## config.mk

```make
export PLATFORM = sky130hd
export DESIGN_NAME = i2cfe_regs
export DESIGN_NICKNAME = d
export VERILOG_FILES = /design/src/rtl/i2cfe_pkg.sv /design/src/rtl/i2cfe_ctrl.sv /design/src/rtl/i2cfe_status.sv /design/src/rtl/i2cfe_timing.sv /design/src/rtl/i2cfe_regs.sv
export SDC_FILE = /design/constraint.sdc
export NUM_CORES = 1
export LEC_CHECK = 0
export BUFFER_PORTS_ARGS = -buffer_cell sky130_fd_sc_hd__buf_2
export CAP_MARGIN = 15
export CORE_MARGIN = 2
export CORE_UTILIZATION = 41
export CTS_CLUSTER_DIAMETER = 150
export DETAILED_ROUTE_END_ITERATION = 6
export GPL_ROUTABILITY_DRIVEN = 0
export PLACE_DENSITY = 0.73
export SLEW_MARGIN = 20
export SYNTH_ARGS = -nofsm -noshare
export SYNTH_HDL_FRONTEND = slang
export SYNTH_SLANG_ARGS = --single-unit
```

## constraint.sdc

```tcl
create_clock -name clk -period 2.2 [get_ports clk]
set_input_delay 0.11 -clock clk [delete_from_list [all_inputs] [get_ports clk]]
set_output_delay 0.11 -clock clk [all_outputs]
set_load 0.01 [all_outputs]
```

## src/rtl/i2cfe_pkg.sv

```systemverilog
package i2cfe_pkg;
  localparam logic [7:0] OFS_DIV  = 8'h00;
  localparam logic [7:0] OFS_STAT = 8'h0C;
  localparam logic [7:0] OFS_CTRL = 8'h10;
  localparam logic [7:0] OFS_IO   = 8'h14;
  localparam logic [7:0] OFS_SDA  = 8'h18;
  localparam logic [7:0] OFS_RUN  = 8'h1C;

  localparam int unsigned CB_RST    = 0;
  localparam int unsigned CB_EN     = 1;
  localparam int unsigned CB_MASTER = 2;
  localparam int unsigned CB_DONEEN = 11;
  localparam int unsigned CB_ERREN  = 12;

  localparam int unsigned SB_BUSY = 0;
  localparam int unsigned SB_TIP  = 1;
  localparam int unsigned SB_IDX  = 16;

  localparam int unsigned NFLAG = 5;
  // flag index: 0 nack, 1 xfer, 2 stop, 3 done, 4 err
  localparam int unsigned FL_DONE = 3;
  localparam int unsigned FL_ERR  = 4;
  localparam int unsigned FLAG_POS [NFLAG] = '{2, 4, 6, 8, 9};
endpackage

```

## src/rtl/i2cfe_ctrl.sv

```systemverilog
module i2cfe_ctrl
  import i2cfe_pkg::*;
#(
  parameter int unsigned RST_CYCLES = 4
) (
  input  logic        clk,
  input  logic        rst_n,
  input  logic        wr_ctrl,
  input  logic        wr_run,
  input  logic [31:0] wdata,
  output logic        soft_rst,
  output logic        core_en,
  output logic        master,
  output logic        done_en,
  output logic        err_en,
  output logic        run,
  output logic [31:0] ctrl_rd
);
  localparam int unsigned CW = $clog2(RST_CYCLES + 1);

  logic [CW-1:0] rst_cnt;
  logic          rst_req;

  assign rst_req  = wr_ctrl && wdata[CB_RST];
  assign soft_rst = (rst_cnt != '0);

  always_ff @(posedge clk or negedge rst_n) begin
    if (!rst_n) begin
      rst_cnt <= '0;
      core_en <= 1'b0;
      master  <= 1'b0;
      done_en <= 1'b0;
      err_en  <= 1'b0;
      run     <= 1'b0;
    end else begin
      if (rst_req)       rst_cnt <= CW'(RST_CYCLES);
      else if (soft_rst) rst_cnt <= rst_cnt - 1'b1;
      if (wr_ctrl) begin
        core_en <= wdata[CB_EN];
        master  <= wdata[CB_MASTER];
        done_en <= wdata[CB_DONEEN];
        err_en  <= wdata[CB_ERREN];
      end
      if (soft_rst)    run <= 1'b0;
      else if (wr_run) run <= wdata[0];
    end
  end

  always_comb begin
    ctrl_rd            = '0;
    ctrl_rd[CB_RST]    = soft_rst;
    ctrl_rd[CB_EN]     = core_en;
    ctrl_rd[CB_MASTER] = master;
    ctrl_rd[CB_DONEEN] = done_en;
    ctrl_rd[CB_ERREN]  = err_en;
  end

  AST_RST_STARTS: assert property (@(posedge clk) disable iff (!rst_n)
    rst_req |=> soft_rst);
  AST_RUN_DROPS: assert property (@(posedge clk) disable iff (!rst_n)
    soft_rst |=> !run);
  AST_EN_HELD: assert property (@(posedge clk) disable iff (!rst_n)
    !wr_ctrl |=> $stable(core_en) && $stable(done_en) && $stable(err_en));
endmodule

```

## src/rtl/i2cfe_status.sv

```systemverilog
module i2cfe_status
  import i2cfe_pkg::*;
#(
  parameter int unsigned IDX_W = 5
) (
  input  logic             clk,
  input  logic             rst_n,
  input  logic             soft_rst,
  input  logic [NFLAG-1:0] evt,
  input  logic             clr_wr,
  input  logic [31:0]      wdata,
  input  logic             busy,
  input  logic             tip,
  input  logic [IDX_W-1:0] idx,
  output logic [NFLAG-1:0] flags,
  output logic [31:0]      stat_rd
);
  for (genvar g = 0; g < NFLAG; g++) begin : g_flag
    localparam int unsigned POS = FLAG_POS[g];
    logic clr_hit;
    assign clr_hit = clr_wr && wdata[POS];

    always_ff @(posedge clk or negedge rst_n) begin
      if (!rst_n)        flags[g] <= 1'b0;
      else if (soft_rst) flags[g] <= 1'b0;
      else if (evt[g])   flags[g] <= 1'b1;
      else if (clr_hit)  flags[g] <= 1'b0;
    end

    AST_FLAG_STICKY: assert property (@(posedge clk) disable iff (!rst_n)
      flags[g] && !soft_rst && !clr_hit |=> flags[g]);
    AST_EVT_SETS: assert property (@(posedge clk) disable iff (!rst_n)
      evt[g] && !soft_rst |=> flags[g]);
    AST_RST_WIPES: assert property (@(posedge clk) disable iff (!rst_n)
      soft_rst |=> !flags[g]);
  end

  always_comb begin
    stat_rd = '0;
    if (!soft_rst) begin
      stat_rd[SB_BUSY] = busy;
      stat_rd[SB_TIP]  = tip;
      stat_rd[SB_IDX +: IDX_W] = idx;
      for (int i = 0; i < NFLAG; i++) stat_rd[FLAG_POS[i]] = flags[i];
    end
  end
endmodule

```

## src/rtl/i2cfe_timing.sv

```systemverilog
module i2cfe_timing #(
  parameter int unsigned IO_W = 8
) (
  input  logic            clk,
  input  logic            rst_n,
  input  logic            wr_div,
  input  logic            wr_sda,
  input  logic            wr_io,
  input  logic [31:0]     wdata,
  output logic [15:0]     clk_div,
  output logic [7:0]      sda_dly,
  output logic [1:0]      scl_filt,
  output logic [IO_W-1:0] io_cfg
);
  always_ff @(posedge clk or negedge rst_n) begin
    if (!rst_n) begin
      clk_div  <= '0;
      sda_dly  <= '0;
      scl_filt <= '0;
      io_cfg   <= '0;
    end else begin
      if (wr_div) clk_div <= wdata[15:0];
      if (wr_sda) begin
        sda_dly  <= wdata[7:0];
        scl_filt <= wdata[9:8];
      end
      if (wr_io) io_cfg <= wdata[IO_W-1:0];
    end
  end

  AST_DIV_HOLD: assert property (@(posedge clk) disable iff (!rst_n)
    !wr_div |=> $stable(clk_div));
  AST_SDA_HOLD: assert property (@(posedge clk) disable iff (!rst_n)
    !wr_sda |=> $stable(sda_dly) && $stable(scl_filt));
endmodule

```

## src/rtl/i2cfe_regs.sv

```systemverilog
module i2cfe_regs
  import i2cfe_pkg::*;
#(
  parameter int unsigned ADDR_W     = 8,
  parameter int unsigned IDX_W      = 5,
  parameter int unsigned IO_W       = 8,
  parameter int unsigned RST_CYCLES = 4
) (
  input  logic              clk,
  input  logic              rst_n,
  input  logic              bus_wr,
  input  logic [ADDR_W-1:0] bus_addr,
  input  logic [31:0]       bus_wdata,
  output logic [31:0]       bus_rdata,
  input  logic              evt_nack_i,
  input  logic              evt_xfer_i,
  input  logic              evt_stop_i,
  input  logic              evt_done_i,
  input  logic              evt_err_i,
  input  logic              busy_i,
  input  logic              tip_i,
  input  logic [IDX_W-1:0]  cmd_idx_i,
  output logic              soft_rst_o,
  output logic              core_en_o,
  output logic              master_o,
  output logic              run_o,
  output logic [15:0]       clk_div_o,
  output logic [7:0]        sda_dly_o,
  output logic [1:0]        scl_filt_o,
  output logic [IO_W-1:0]   io_cfg_o,
  output logic              irq_o
);
  logic sel_div, sel_stat, sel_ctrl, sel_io, sel_sda, sel_run;
  logic done_en, err_en;
  logic [NFLAG-1:0] flags, evt;
  logic [31:0] ctrl_rd, stat_rd;

  assign sel_div  = (bus_addr == ADDR_W'(OFS_DIV));
  assign sel_stat = (bus_addr == ADDR_W'(OFS_STAT));
  assign sel_ctrl = (bus_addr == ADDR_W'(OFS_CTRL));
  assign sel_io   = (bus_addr == ADDR_W'(OFS_IO));
  assign sel_sda  = (bus_addr == ADDR_W'(OFS_SDA));
  assign sel_run  = (bus_addr == ADDR_W'(OFS_RUN));

  assign evt = {evt_err_i, evt_done_i, evt_stop_i, evt_xfer_i, evt_nack_i};

  i2cfe_ctrl #(.RST_CYCLES(RST_CYCLES)) u_ctrl (
    .clk(clk), .rst_n(rst_n),
    .wr_ctrl(bus_wr && sel_ctrl), .wr_run(bus_wr && sel_run), .wdata(bus_wdata),
    .soft_rst(soft_rst_o), .core_en(core_en_o), .master(master_o),
    .done_en(done_en), .err_en(err_en), .run(run_o), .ctrl_rd(ctrl_rd)
  );

  i2cfe_status #(.IDX_W(IDX_W)) u_stat (
    .clk(clk), .rst_n(rst_n), .soft_rst(soft_rst_o), .evt(evt),
    .clr_wr(bus_wr && sel_stat), .wdata(bus_wdata),
    .busy(busy_i), .tip(tip_i), .idx(cmd_idx_i),
    .flags(flags), .stat_rd(stat_rd)
  );

  i2cfe_timing #(.IO_W(IO_W)) u_tim (
    .clk(clk), .rst_n(rst_n),
    .wr_div(bus_wr && sel_div), .wr_sda(bus_wr && sel_sda), .wr_io(bus_wr && sel_io),
    .wdata(bus_wdata),
    .clk_div(clk_div_o), .sda_dly(sda_dly_o), .scl_filt(scl_filt_o), .io_cfg(io_cfg_o)
  );

  assign irq_o = (flags[FL_DONE] && done_en) || (flags[FL_ERR] && err_en);

  always_comb begin
    bus_rdata = '0;
    unique case (1'b1)
      sel_div:  bus_rdata = {16'h0, clk_div_o};
      sel_stat: bus_rdata = stat_rd;
      sel_ctrl: bus_rdata = ctrl_rd;
      sel_io:   bus_rdata = 32'(io_cfg_o);
      sel_sda:  bus_rdata = {22'h0, scl_filt_o, sda_dly_o};
      sel_run:  bus_rdata = {31'h0, run_o};
      default:  bus_rdata = '0;
    endcase
  end

  AST_IRQ_NEEDS_EN: assert property (@(posedge clk) disable iff (!rst_n)
    irq_o |-> (done_en || err_en));
  AST_IRQ_QUIET_AFTER_RST: assert property (@(posedge clk) disable iff (!rst_n)
    soft_rst_o |=> !irq_o);
endmodule

```

======== Yosys cells after proc, flatten, opt, wreduce, memory -nomap -nowiden ========
Cells that the tools add are included.
word-level totals
  logic and storage cells ................. 70
  output and inout port bits .............. 71
  input bits .............................. 55
  register bits ........................... 47
cells by class
  muxes and demuxes ....................... 25
  reductions and logical operators ........ 24
  equality and inequality tests ........... 5
  add/sub/neg operators ................... 1
operator list
  operator               number
  $pmux W21 S6           1
  $eq A8 B5 Y1 const B   4
  $mux W1                19
  $reduce_bool A3 Y1     6
  $logic_and A1 B1 Y1    14
  $mux W3                3
  $eq A8 B4 Y1 const B   1
  $logic_not A8 Y1       1
  $mux W5                1
  $reduce_bool A2 Y1     2
  $sub A3 B1 Y3 const B  1
  $mux W2                1
  $logic_or A1 B1 Y1     1

======== Longest topological paths before layout ========
Gate-level depths: netlist (run 1).
  depth in word-level cells ............... 6
  depth in mapped cells ................... 8
  depth with buffers taken out ............ 6

======== By module ========
A second synthesis (run 1) with hierarchy kept.
second synthesis, totals
  cell total of the unflattened synthesis .. 291
  area total of the unflattened synthesis .. 3266.9 µm²
modules (own cells, without submodules)
  module        seq. area each (µm²)  cells each  area each (µm²)  times used
  i2cfe_timing  850.8                 72          1312.5           1
  i2cfe_regs    0.0                   105         853.3            1
  i2cfe_ctrl    200.2                 60          616.8            1
  i2cfe_status  125.1                 54          484.2            1

======== Least setup slack after synthesis (run 1) ========
No wires, ideal clock.
  kind .................................... flip-flop to output port
  from .................................... register u_ctrl.rst_cnt[0]
  to ...................................... output bus_rdata[0]
  slack ................................... 0.179 ns
  arrival ................................. 1.911 ns
  path buffers ............................ 1
  stages on the path, launching flop included .. 8
  required time ........................... 2.090 ns
  cell sequence ........................... dfrtp_1 inv_1 ha_1 nor2b_1 clkbuf_1 inv_1 mux4_1 a32o_1
on the way
  word-level cells in the longest chain between the ends .. 3
RTL lines
  item                      RTL line            text
  start: declaration        i2cfe_ctrl.sv:21    logic [CW-1:0] rst_cnt;
  start signal: assignment  i2cfe_ctrl.sv:36    if (rst_req) rst_cnt <= CW'(RST_CYCLES);
  start signal: assignment  i2cfe_ctrl.sv:37    else if (soft_rst) rst_cnt <= rst_cnt - 1'b1;
  $reduce_bool A3 Y1 *      i2cfe_ctrl.sv:25    assign soft_rst = (rst_cnt != '0);
  via soft_rst_o            i2cfe_regs.sv:23    output logic soft_rst_o,
  $mux W3                   i2cfe_status.sv:40  if (!soft_rst) begin
  $pmux W21 S6 *            i2cfe_regs.sv:72    unique case (1'b1)
  end: declaration          i2cfe_regs.sv:14    output logic [31:0] bus_rdata,
Mark *: on every way through the listed nets, which the timed path passes. The rest lies on a longest branch.

======== Worst setup path in the final report (run 1) ========
  from .................................... register u_ctrl.rst_cnt[1]
  to ...................................... output bus_rdata[0]
on the way
  word-level cells in the longest chain between the ends .. 3
RTL lines
  item                  RTL line
  $reduce_bool A3 Y1 *  i2cfe_ctrl.sv:25
  $mux W3               i2cfe_status.sv:40
  $pmux W21 S6 *        i2cfe_regs.sv:72
Mark *: on every way between the ends. The rest lies on a longest branch, timed or not.

==> results.md, run 1 <==
- The run finished with clean final reports.
- The total half-perimeter wirelength after legalization and detailed placement is slightly above 5 mm.
- In the synthesized netlist the dominant register cell turns out to be dfrtp_1.
- The adder and majority gate portion of the synthesized area is 0.9818%.
- The total global routing track utilization is roughly a fifth.
- Setup repair after global routing left no endpoint under its margin.
- After Yosys synthesis, and, or, nand and nor cells account for roughly 16% of the synthesized area.
- Ranked by total cell area, the synthesized netlist is headed by dfrtp_1 46%, mux2_2 12%, mux2_4 5.9%.
- Data on the critical path arrives at its endpoint at 1.99 ns.
- The setup check on the worst reg-to-reg path leaves a slack of 0.82 ns.
- In this run the worst setup path begins at u_ctrl.rst_cnt[1].
- The maximum number of pins on one net before global-route repair is 21.
- The worst clock skew on the final layout is 0.007917 ns.
- After synthesis, the share of flip-flops with an asynchronous set or reset is 100.0%.
- The share of cells above drive strength 1 is 53.37%.
- The headroom to the max-slew limit is 54.33%.
- Summed over all failing endpoints, the final setup total negative slack is 0 ns.
- The post-route minimum period is 2.096 ns.
- The number of search-and-repair iterations in the first detailed-routing pass is 4.
- The first global-routing pass estimated approximately 11 mm of wire.
- The tightest min-delay check is of the in2reg type.
- The number of global-route vias before repair is 2,137.
- Once detail routing completed, the nets flagged for antenna violations numbered 0.
- The number of flops mapped to enable cells by yosys is 0.
- The initial antenna violation count came to 0.
- The count of clock tree sinks is 47.
- Summing the areas of all compound-gate instances in the mapped netlist gives 8.297% of the synthesized area.
- The cell with the largest stage delay on the worst path is mux4_2.
- VDD sags by at most 0.3818 mV.
- The row count is 28.
- The power density normalized to cell area is just over 600 mW/mm².
- The CTS tree is built.
- The worst flop-to-flop path startpoint is u_ctrl.rst_cnt[0].
- In the routed design, unresolved DRC markers number 0.
- The vias per cell is between 5 and 6.
- After layout, the worst path uses 95.26% of the clock period.
- The maximum number of buffers from clock root to sink is 2.
- The area growth from synthesis to layout is 29.01%.
- Synthesis instantiated 41 different standard cells from the library.
- The y dimension of the die is 82.85 µm.
- The largest driver fanout on the critical path is 5.
- Of the post-synthesis cell area, the dominant cell type holds approximately 46%.
- The post-synthesis share of cell area spent on xor and xnor gates is 0.3436%.
- In this run the most critical hold path is launched from bus_wdata[15].
- In the synthesized netlist, mux cells make up a little over a fifth of the area.
- The worst setup path is captured at an output port.
- The via count of the routed design is 2,183.
- Yosys printed 0 warnings.
- The wire length after detailed routing is a little under 7 mm.
- Across the run, the number of max-cap violations was 0.
- The clock network latency to the later pin of the worst-skew pair is 0.30 ns.
- The initial utilization of the core area, before any placement, comes to a little over two fifths.
- In this run the clock root is driven by a clkbuf_8.
- The average wire per cell in the routed design is roughly 17 µm.
- The number of hold violations in the final report came to 0.
- The post-synthesis instance area is 0.002549 mm².
- The post-route worst hold slack is 0.02836 ns.
- The main combinational cell family by area after synthesis is multiplexers.
- For this run the aggregate overflow at the end of global routing stands at 0.
- The clock edge transition at the registers on the reported setup and hold paths is 0.09 ns.
- Walking the worst path, the cells encountered are inv_2 > ha_4 > nor2b_4 > inv_2 > mux4_2 > a32o_1 > buf_2.
- The number of setup violations in the final report is 0.
- For the pin with the worst max-slew slack, the measured transition is 0.6798 ns.
- The synthesized design spends more area on one cell type than any other, namely dfrtp_1.
- The violation count after the first detailed-routing iteration is 99.
- The overall power of the completed layout is ~2.0 mW.
- Data on the critical path is required at its endpoint by 2.09 ns.
- The number of nets in the layout is 382.
- The average instance in the mapped netlist occupies between 10 and 15 µm².
- 0 antenna diodes ended up in the layout.
- The maximum clock rate is 477.2 MHz.
- The critical path in this run is classified as reg2out.
- The total clock buffers created by CTS is 5.
- The core footprint is around 0.006 mm².
- Synthesis inferred 47 register bits.
- On the worst path, the slowest cell contributes a delay of 0.46 ns.
- The cell that appears most often on the critical path is inv_2.
- The instance count of the mapped netlist is roughly 210.
- The worst setup path is launched from a flip-flop.
- The standby leakage power is 1.818 nW.
- Summing the sequential cell areas from Yosys gives 46.15% of the chip area.
- The area of the die is just under 0.007 mm².
- CTS built an H-tree with a depth of 2.
- The die is 82.85 µm wide.
- Pin placement for this block handled 126 I/O pins.
- The total count of max-transition violations in the final report came to 0.
- The number of input and output port buffers inserted is 98.
==> cell type report <==
class                   instances  area [µm²]
inverters                       4       15.01
clock buffers                   6       72.57
well taps                      75       93.84
repair buffers                117       639.4
flip-flops and latches         47        1176
clock inverters                 2       12.51
fillers                       548        2668
multi-input cells             150        1279
==> worst paths after layout <==
path                                          end  depth (start not counted)
worst max-delay path                 bus_rdata[0]                          7
worst max register to register  u_ctrl.rst_cnt[0]                          7
worst min register to register  u_tim.scl_filt[0]                          1
worst min-delay path            u_tim.clk_div[15]                          2
min in group asynchronous       u_tim.scl_filt[1]                          2
max in group asynchronous        u_tim.clk_div[4]                          3
==> flip-flops by register name, summed over array words and instances (netlist names) <==
name and flops:
u_tim.scl_filt 2, u_ctrl.rst_cnt 3, u_ctrl.master 1, u_tim.sda_dly 8, u_stat.flags 5, u_ctrl.core_en 1
u_tim.clk_div 16, u_ctrl.done_en 1, u_tim.io_cfg 8, u_ctrl.err_en 1, u_ctrl.run 1
==> layer usage <==
metal | part of all wire, % | track usage, % | wire, µm | vias to the layer above
li1 | - | - | - | 987
met1 | 43 | 27.31 | 2905 | 1081
met2 | 48 | 33.50 | 3299 | 102
met3 | 7.1 | 4.573 | 482 | 13
met4 | 2.1 | 5.514 | 140 | 0
met5 | 0 | 0 | 0 | -
==> critical path, delay by kind of cell (launching register included) <==
family	cells	cell delay, ns
buffers and inverters	3	0.30
adders and majority gates	1	0.13
and+or+nand+nor	1	0.14
AOI/OAI and AO/OA	1	0.27
DFF	1	0.40
muxes	1	0.46
==> cells in the mapped netlist (2+ instances only) <==
master and count:
and2_1 11, ha_1 2, nand4_1 2, nor4_1 2, nor3b_1 9, inv_1 4
a21oi_1 6, nor2_1 5, buf_4 11, or3b_2 4, mux2_2 28, a221o_1 7
buf_6 2, nand3_1 7, and3_1 2, mux2i_1 5, a211o_1 2, nand2_1 5
a211oi_1 4, nor3_1 2, or3_1 4, a32o_1 2, mux2_4 10, dfrtp_1 47
clkbuf_1 6, o21ai_0 5, and4_1 3
==> metrics by stage <==
stage	util, %	worst slack (ns)	cell area [µm²]	instances
after floorplan	-	0.1794	2586	221
after global placement	53.13	0.2818	3164	392
after detailed placement	53.13	0.2587	3164	392
after CTS	54.92	0.02041	3271	401
after global routing	55.21	0.02996	3288	401
final	55.21	0.1043	3288	401
==> cells by family after synthesis <==
kind of cell             Yosys count
AO/OA/AOI/OAI                     28
XOR/XNOR                           1
adder cells (fa/ha/maj)            2
buffers and inverters             24
flip-flops                        47
multiplexers                      44
other                              1
AND/OR/NAND/NOR                   64
==> cells in the final DEF (no fill, tap or decap), types with 6 or more instances in the layout <==
cell / synthesis / final
a21oi_1: 6 / 6
a221o_1: 7 / 7
and2_1: 11 / 11
buf_2: 0 / 98
buf_4: 11 / 17
conb_1: 1 / 11
dfrtp_1: 47 / 47
mux2_2: 28 / 28
mux2_4: 10 / 10
nand3_1: 7 / 7
nor3b_1: 9 / 9
==> timing repair <==
| item | in CTS | in global routing |
|---|---|---|
| gates resized for setup | 2 | 8 |
| endpoints found under the hold margin | 11 | 0 |
| hold buffers | 1 | 0 |
| pin swaps | 0 | 3 |
| buffers inserted | 0 | 1 |
| setup endpoints to repair | 4 | 11 |
==> power breakdown <==
group / switching [mW] / leakage, nW / internal, mW
logic: 0.244 / 1.14 / 0.231
registers: 0.0659 / 0.642 / 0.951
clock network: 0.293 / 0.0412 / 0.223
total: 0.603 / 1.82 / 1.40
No activity file was read; power rests on OpenSTA's default activity.
==> run 2: changes to the inputs <==
RECOVER_POWER = 100   (was default)
SLEW_MARGIN = default   (was 20)
==> run 2 against run 1 <==
Effect of this change:
- clock skew barely moved
- hold slack got worse by 0.020 ns
- fmax barely moved
- critical path type unchanged
- largest cell class unchanged
- highest routed layer unchanged
==> results.md, run 2 (synthesized netlist as in run 1, its figures left out) <==
- The global routing met3 resource utilization was 4.573% (unchanged).
- The y dimension of the die was 82.85 µm (unchanged).
- The number of filler cells placed in the layout came to 608 (+11%).
- The area of the die is 0.006863 mm² (unchanged).
- The power density normalized to cell area came to 633.4 mW/mm² (+3.8%).
- The maximum clock rate is 477.2 MHz (about the same).
- The worst hold path belongs to the class in2reg.
- The initial standard-cell utilization of the core is 42.79% (unchanged).
- The total clock buffers created by CTS is 5 (unchanged).
- The maximum number of pins on one net before global-route repair was 21 (unchanged).
- The footprint of the multi-input gates is 0.001231 mm² (-3.7%).
- The number of inserted diodes came to 0 (unchanged).
- In this run the most used layer during global routing was met2.
- The worst setup path is of the reg2out kind.
- The post-route fraction of the period consumed by the critical path is 95.24% (about the same).
- The H-tree depth is 2 (unchanged).
- The final setup slack of the worst path is 0.1046 ns (+0.0003460 ns).
- The number of hold violations in the final report was 0 (unchanged).
- The top-level port count was 126 (unchanged).
- The vias per cell is 5.439 (about the same).
- The root buffer cell chosen for the clock tree is clkbuf_8.
- The wire length after detailed routing is 6.897 mm (+1.0%).
- The count of max-cap constraint violations is 0 (unchanged).
- Setup repair after global routing left no endpoint under its margin.
- The filler-free cell count of the finished design is 401 (unchanged).
- The via count of the routed design is 2,181 (-0.092%).
- STA classifies the critical path endpoint as an output port.
- The core footprint is 0.005956 mm² (unchanged).
- The clock network latency to the later pin of the worst-skew pair is 0.31 ns (about the same).
- The met2 track demand over resource is 33.50% (unchanged).
- The instance count after placement with tap cells included is 392 (unchanged).
- The standby leakage power was 1.523 nW (-16%).
- The slew of the pin with the lowest slew margin is 0.9142 ns (+0.2345 ns).
- The clock edge transition at the registers on the reported setup and hold paths is 0.09 ns (about the same).
- The commonest non-fill, non-tap cell in the layout is clkbuf_1.
- The maximum number of buffers from clock root to sink was 2 (unchanged).
- The initial antenna violation count is 0 (unchanged).
- The largest register by flop count is u_tim.clk_div.
- The total global routing track utilization is 20.43% (unchanged).
- The area growth from synthesis to layout is 23.22%.
- The share of cells above drive strength 1 is 30.67% (-23 points).
- The total count of max-transition violations in the final report came to 0 (unchanged).
- The horizontal die dimension is 82.85 µm (unchanged).
- The number of flip-flops under the largest register name is 16 (unchanged).
- The total negative slack came to 0 ns (unchanged).
- The row count was 28 (unchanged).
- The wire length of the first global-routing pass came to 11.23 mm (unchanged).
- The number of input and output port buffers inserted is 98 (unchanged).
- The average wire per cell in the routed design is 17.20 µm (+1.0%).
- The data arrival time of the worst path is 1.99 ns (about the same).
- The total DRC errors in the routed layout is 0 (unchanged).
- The total area of sequential cells is 0.001176 mm² (unchanged).
- The largest driver fanout on the critical path is 5 (unchanged).
- The total half-perimeter wirelength after legalization and detailed placement came to 5.149 mm (unchanged).
- The number of global-route vias before repair is 2,137 (unchanged).
- The headroom to the max-slew limit was 39.05% (-15 points).
- The number of nets in the layout came to 382 (unchanged).
- The post-route minimum period is 2.095 ns (-0.0003460 ns).
- The total congestion overflow is 0 (unchanged).
- In the layout the commonest cells are 63 x clkbuf_1, 47 x dfrtp_1, 43 x buf_2.
- The remaining antenna violation count after routing is 0 (unchanged).
- The number of search-and-repair iterations in the first detailed-routing pass is 5 (+1).
- The worst clock skew on the final layout is 0.007580 ns (-0.0003368 ns).
- The required time of the critical path is 2.09 ns (about the same).
- The peak supply drop is 0.3813 mV (-0.11%).
- The post-route worst hold slack was 0.008167 ns (-0.02020 ns).
- In the final layout, the registers with the most flip-flops are u_tim.clk_div (16), u_tim.io_cfg (8), u_tim.sda_dly (8).
- The setup slack at placement is 0.2587 ns (unchanged).
- TritonCTS built the clock tree.
- The routing usage on met1 is 27.31% (unchanged).
- The category of the worst setup path launch point is a flip-flop.
- The count of clock tree sinks was 47 (unchanged).
- The flow ran to the end, and the final reports show no timing, DRC or antenna violations.
- The number of setup violations in the final report is 0 (unchanged).
- The violation count after the first detailed-routing iteration is 79 (-20%).
==> run 2: timing repair <==
item	in CTS	in global routing
resized for setup	2	8
pin swaps	0	3
endpoints found under the hold margin	11	0
setup endpoints to repair	4	11
hold buffers	1	0
buffers inserted	0	1
==> run 2: area by class of cell <==
class | instances | area share [%]
multi-input cells | 150 | 39.20
clock inverters | 2 | 0.3984
flip-flops and latches | 47 | 37.45
well taps | 75 | 2.988
repair buffers | 117 | 17.17
inverters | 4 | 0.4781
clock buffers | 6 | 2.311
==> run 2: metal layers <==
layer | vias to the layer above | wire length, µm
met1 | 1083 | 2948
met3 | 10 | 507
met4 | 0 | 112
li1 | 987 | -
met5 | - | 0
met2 | 101 | 3329
==> run 2: worst max-delay path, cell delays in order (launching register included) <==
cell	delay, ns
dfrtp_1	0.40
inv_2	0.09
ha_4	0.13
nor2b_4	0.14
inv_2	0.07
mux4_2	0.45
a32o_1	0.28
clkbuf_2	0.13
==> run 2: stage by stage <==
step                power (mW)  util (%)  instance area [µm²]
global route             2.122     52.73                 3141
CTS                      1.993     54.92                 3271
floorplan                1.282         -                 2586
finish                   1.989     52.73                 3141
global placement         1.452     53.13                 3164
detailed placement       1.468     53.13                 3164
==> run 2: worst paths after layout <==
check                                       start                end  slack (ns)  cells past startpoint
worst min-delay path                bus_wdata[10]  u_tim.clk_div[10]       0.008                      2
max in group asynchronous                   rst_n   u_tim.clk_div[8]        0.57                      3
worst min register to register  u_tim.clk_div[13]  u_tim.clk_div[13]        0.52                      1
min in group asynchronous                   rst_n  u_tim.scl_filt[1]        0.37                      2
worst max-delay path            u_ctrl.rst_cnt[1]       bus_rdata[0]        0.10                      7
worst max register to register  u_ctrl.rst_cnt[0]  u_ctrl.rst_cnt[0]        0.82                      7
==> run 2: where the power goes <==
group          internal, mW  total (mW)  leakage, nW  switching (mW)
combinational         0.210       0.454        0.840           0.244
clock                 0.223       0.518       0.0412           0.296
sequential            0.951        1.02        0.642          0.0665
==> run 3: changes to the inputs <==
PLACE_DENSITY = 0.76   (was 0.73)
clock period = 1.75 ns   (was 2.2 ns; I/O delays follow)
==> run 3 against run 2 <==
Effect of this change:
- final cell count rose by 3.5%
- critical path type unchanged
- non-clock buffer count up 14
- die area unchanged
- the flow now finishes with violations (setup timing)
- sequential power is 25% higher
==> results.md, run 3 (synthesized netlist as in run 1, its figures left out) <==
- The flow ran to the end, but the final reports show violations.
- The checks that failed: setup timing.
- The standby leakage power was 1.747 nW (+15%).
- The slew of the pin with the lowest slew margin came to 0.6698 ns (-0.2444 ns).
- The instance count after placement with tap cells included is 403 (+2.8%).
- The total congestion overflow came to 0 (unchanged).
- The maximum clock rate is 489.9 MHz.
- Setup repair after global routing could not meet its margin everywhere.
- The final setup slack of the worst path is -0.2914 ns (-0.3960 ns).
- The vias per cell is 5.371 (-1.2%).
- The number of input and output port buffers inserted is 98 (unchanged).
- The row count is 28 (unchanged).
- The number of flip-flops under the largest register name was 16 (unchanged).
- The post-route minimum period is 2.041 ns.
- The total count of max-transition violations in the final report is 0 (unchanged).
- The largest driver fanout on the critical path is 2 (-3).
- The final instance area came to 0.003400 mm² (+8.2%).
- The footprint of the multi-input gates is 0.001292 mm² (+5.0%).
- The top cell family by delay on the critical path is multiplexers.
- The number of hold violations in the final report is 0 (unchanged).
- The y dimension of the die came to 82.85 µm (unchanged).
- The number of global-route vias before repair came to 2,241 (+4.9%).
- The filler-free cell count of the finished design is 415 (+3.5%).
- The delay contributed by the slowest stage of the critical path came to 0.43 ns (-0.02 ns).
- The number of inserted diodes was 0 (unchanged).
- The via count of the routed design came to 2,229 (+2.2%).
- The power density normalized to cell area is 786.2 mW/mm² (+24%).
- The violation count after the first detailed-routing iteration is 130 (+65%).
- The headroom to the max-slew limit came to 55.35% (+16 points).
- The total clock buffers created by CTS is 5 (unchanged).
- The clock tree root driver cell is clkbuf_8.
- The area of the die was 0.006863 mm² (unchanged).
- The worst clock skew on the final layout is 0.006162 ns (-0.001418 ns).
- The total DRC errors in the routed layout was 0 (unchanged).
- Walking the worst path, the cells encountered are inv_2 > ha_4 > nor2b_4 > inv_4 > mux4_2 > a32o_2 > buf_6.
- The number of filler cells placed in the layout came to 546 (-10%).
- The share of cells above drive strength 1 is 45.29% (+15 points).
- The placed instance area is 0.003262 mm² (+3.1%).
- The required time of the critical path is 1.66 ns (-0.43 ns).
- The core footprint came to 0.005956 mm² (unchanged).
- The total global routing track utilization is 20.33% (-0.096 points).
- Leaving out fill and tap cells, the most frequent cell in the layout is buf_2.
- The number of setup violations in the final report is 12 (+12).
- The number of nets in the layout is 396 (+3.7%).
- The data arrival time of the worst path is 1.95 ns (-0.04 ns).
- Dividing the final minimum period by the clock period gives 116.7%.
- The peak supply drop was 0.4141 mV (+8.6%).
- The post-route core utilization is 57.08% (+4.3 points).
- The clock network latency to the later pin of the worst-skew pair is 0.30 ns (about the same).
- The cell with the largest stage delay on the worst path is mux4_2.
- In the layout the commonest cells are 56 x buf_2, 47 x dfrtp_1, 40 x clkbuf_1.
- The count of max-cap constraint violations came to 0 (unchanged).
- Ranked by flip-flop count, first place goes to u_tim.clk_div.
- The H-tree depth is 2 (unchanged).
- The maximum number of pins on one net before global-route repair came to 27 (+29%).
- The largest registers in the layout are u_tim.clk_div (16), u_tim.io_cfg (8), u_tim.sda_dly (8).
- The category of the worst setup path capture point is an output port.
- The maximum number of buffers from clock root to sink was 2 (unchanged).
- The clock edge transition at the registers on the reported setup and hold paths is 0.08 ns (about the same).
- The wire length of the first global-routing pass is 11.19 mm (-0.31%).
- The count of clock tree sinks is 47 (unchanged).
- The initial standard-cell utilization of the core is 42.79% (unchanged).
- The initial antenna violation count came to 0 (unchanged).
- The min-delay analysis places its worst path in the category in2reg.
- The total area of sequential cells was 0.001176 mm² (unchanged).
- The wire length after detailed routing is 6.965 mm (+0.99%).
- The total half-perimeter wirelength after legalization and detailed placement was 5.291 mm (+2.8%).
- The remaining antenna violation count after routing is 0 (unchanged).
- The average wire per cell in the routed design came to 16.78 µm (-2.4%).
- The category of the worst setup path launch point is a flip-flop.
- The CTS tree is built.
- The number of buffers and inverters on the critical path is 3 (unchanged).
- The overall power of the completed layout came to 2.673 mW (+34%).
- The horizontal die dimension is 82.85 µm (unchanged).
- The critical path is of the reg2out type.
- The top-level port count is 126 (unchanged).
- Relative to the synthesized area, the layout overhead comes to 33.38%.
- The number of search-and-repair iterations in the first detailed-routing pass came to 4 (-1).
==> run 3: cell types whose count changed in the layout (fill, tap and decap cells not counted), moves of 3 or more <==
cell / delta
buf_4: +22
clkbuf_1: -23
mux2_4: +10
and2_0: -3
buf_2: +13
mux2_1: -10
buf_6: +3
and2_4: +3
==> run 3: per-layer routing <==
layer	GRT usage (%)	wire length, µm	up-vias
met4	7.750	161	0
met3	3.976	483	15
met2	33.58	3349	111
met1	26.43	2970	1088
li1	-	-	1015
met5	0	0	-
==> run 3: repair_timing <==
action,in CTS,in global routing
hold buffers,1,0
setup endpoints to repair,12,19
buffers inserted,1,2
resized for setup,7,7
endpoints found under the hold margin,24,0
pin swaps,7,5
==> run 3: power by group <==
group	switching [mW]	total [mW]	internal, mW
combinational	0.347	0.706	0.359
clock	0.363	0.687	0.324
sequential	0.0847	1.28	1.20
==> run 3: layout make-up <==
| type | instances | share of cell area, % |
|---|---|---|
| multi-input cells | 150 | 38.02 |
| flip-flops and latches | 47 | 34.60 |
| repair buffers | 131 | 21.31 |
| well taps | 75 | 2.760 |
| clock buffers | 7 | 2.540 |
| inverters | 4 | 0.5153 |
| clock inverters | 1 | 0.2576 |
==> run 3: path summary, 6_finish.rpt <==
check                                  start           endpoint  slack, ns  cells after the start
setup reg to reg           u_ctrl.rst_cnt[1]  u_ctrl.rst_cnt[0]       0.44                      6
hold / removal                 bus_wdata[14]  u_tim.clk_div[14]       0.01                      2
hold reg to reg              u_tim.io_cfg[5]    u_tim.io_cfg[5]       0.53                      1
setup / recovery           u_ctrl.rst_cnt[1]       bus_rdata[0]      -0.29                      7
min in group asynchronous              rst_n  u_tim.clk_div[13]       0.35                      2
max in group asynchronous              rst_n  u_tim.clk_div[15]       0.39                      3
==> run 3: stage by stage <==
stage	TNS, ns	hold WS, ns	setup slack, ns
after detailed placement	-1.233	0.1220	-0.1254
after floorplan	-0.01781	-0.2081	-0.01781
final	-2.784	0.01389	-0.2914
after CTS	-2.581	0.003828	-0.2948
after global placement	-0.2019	0.1262	-0.06607
after global routing	-3.850	0.008751	-0.3638
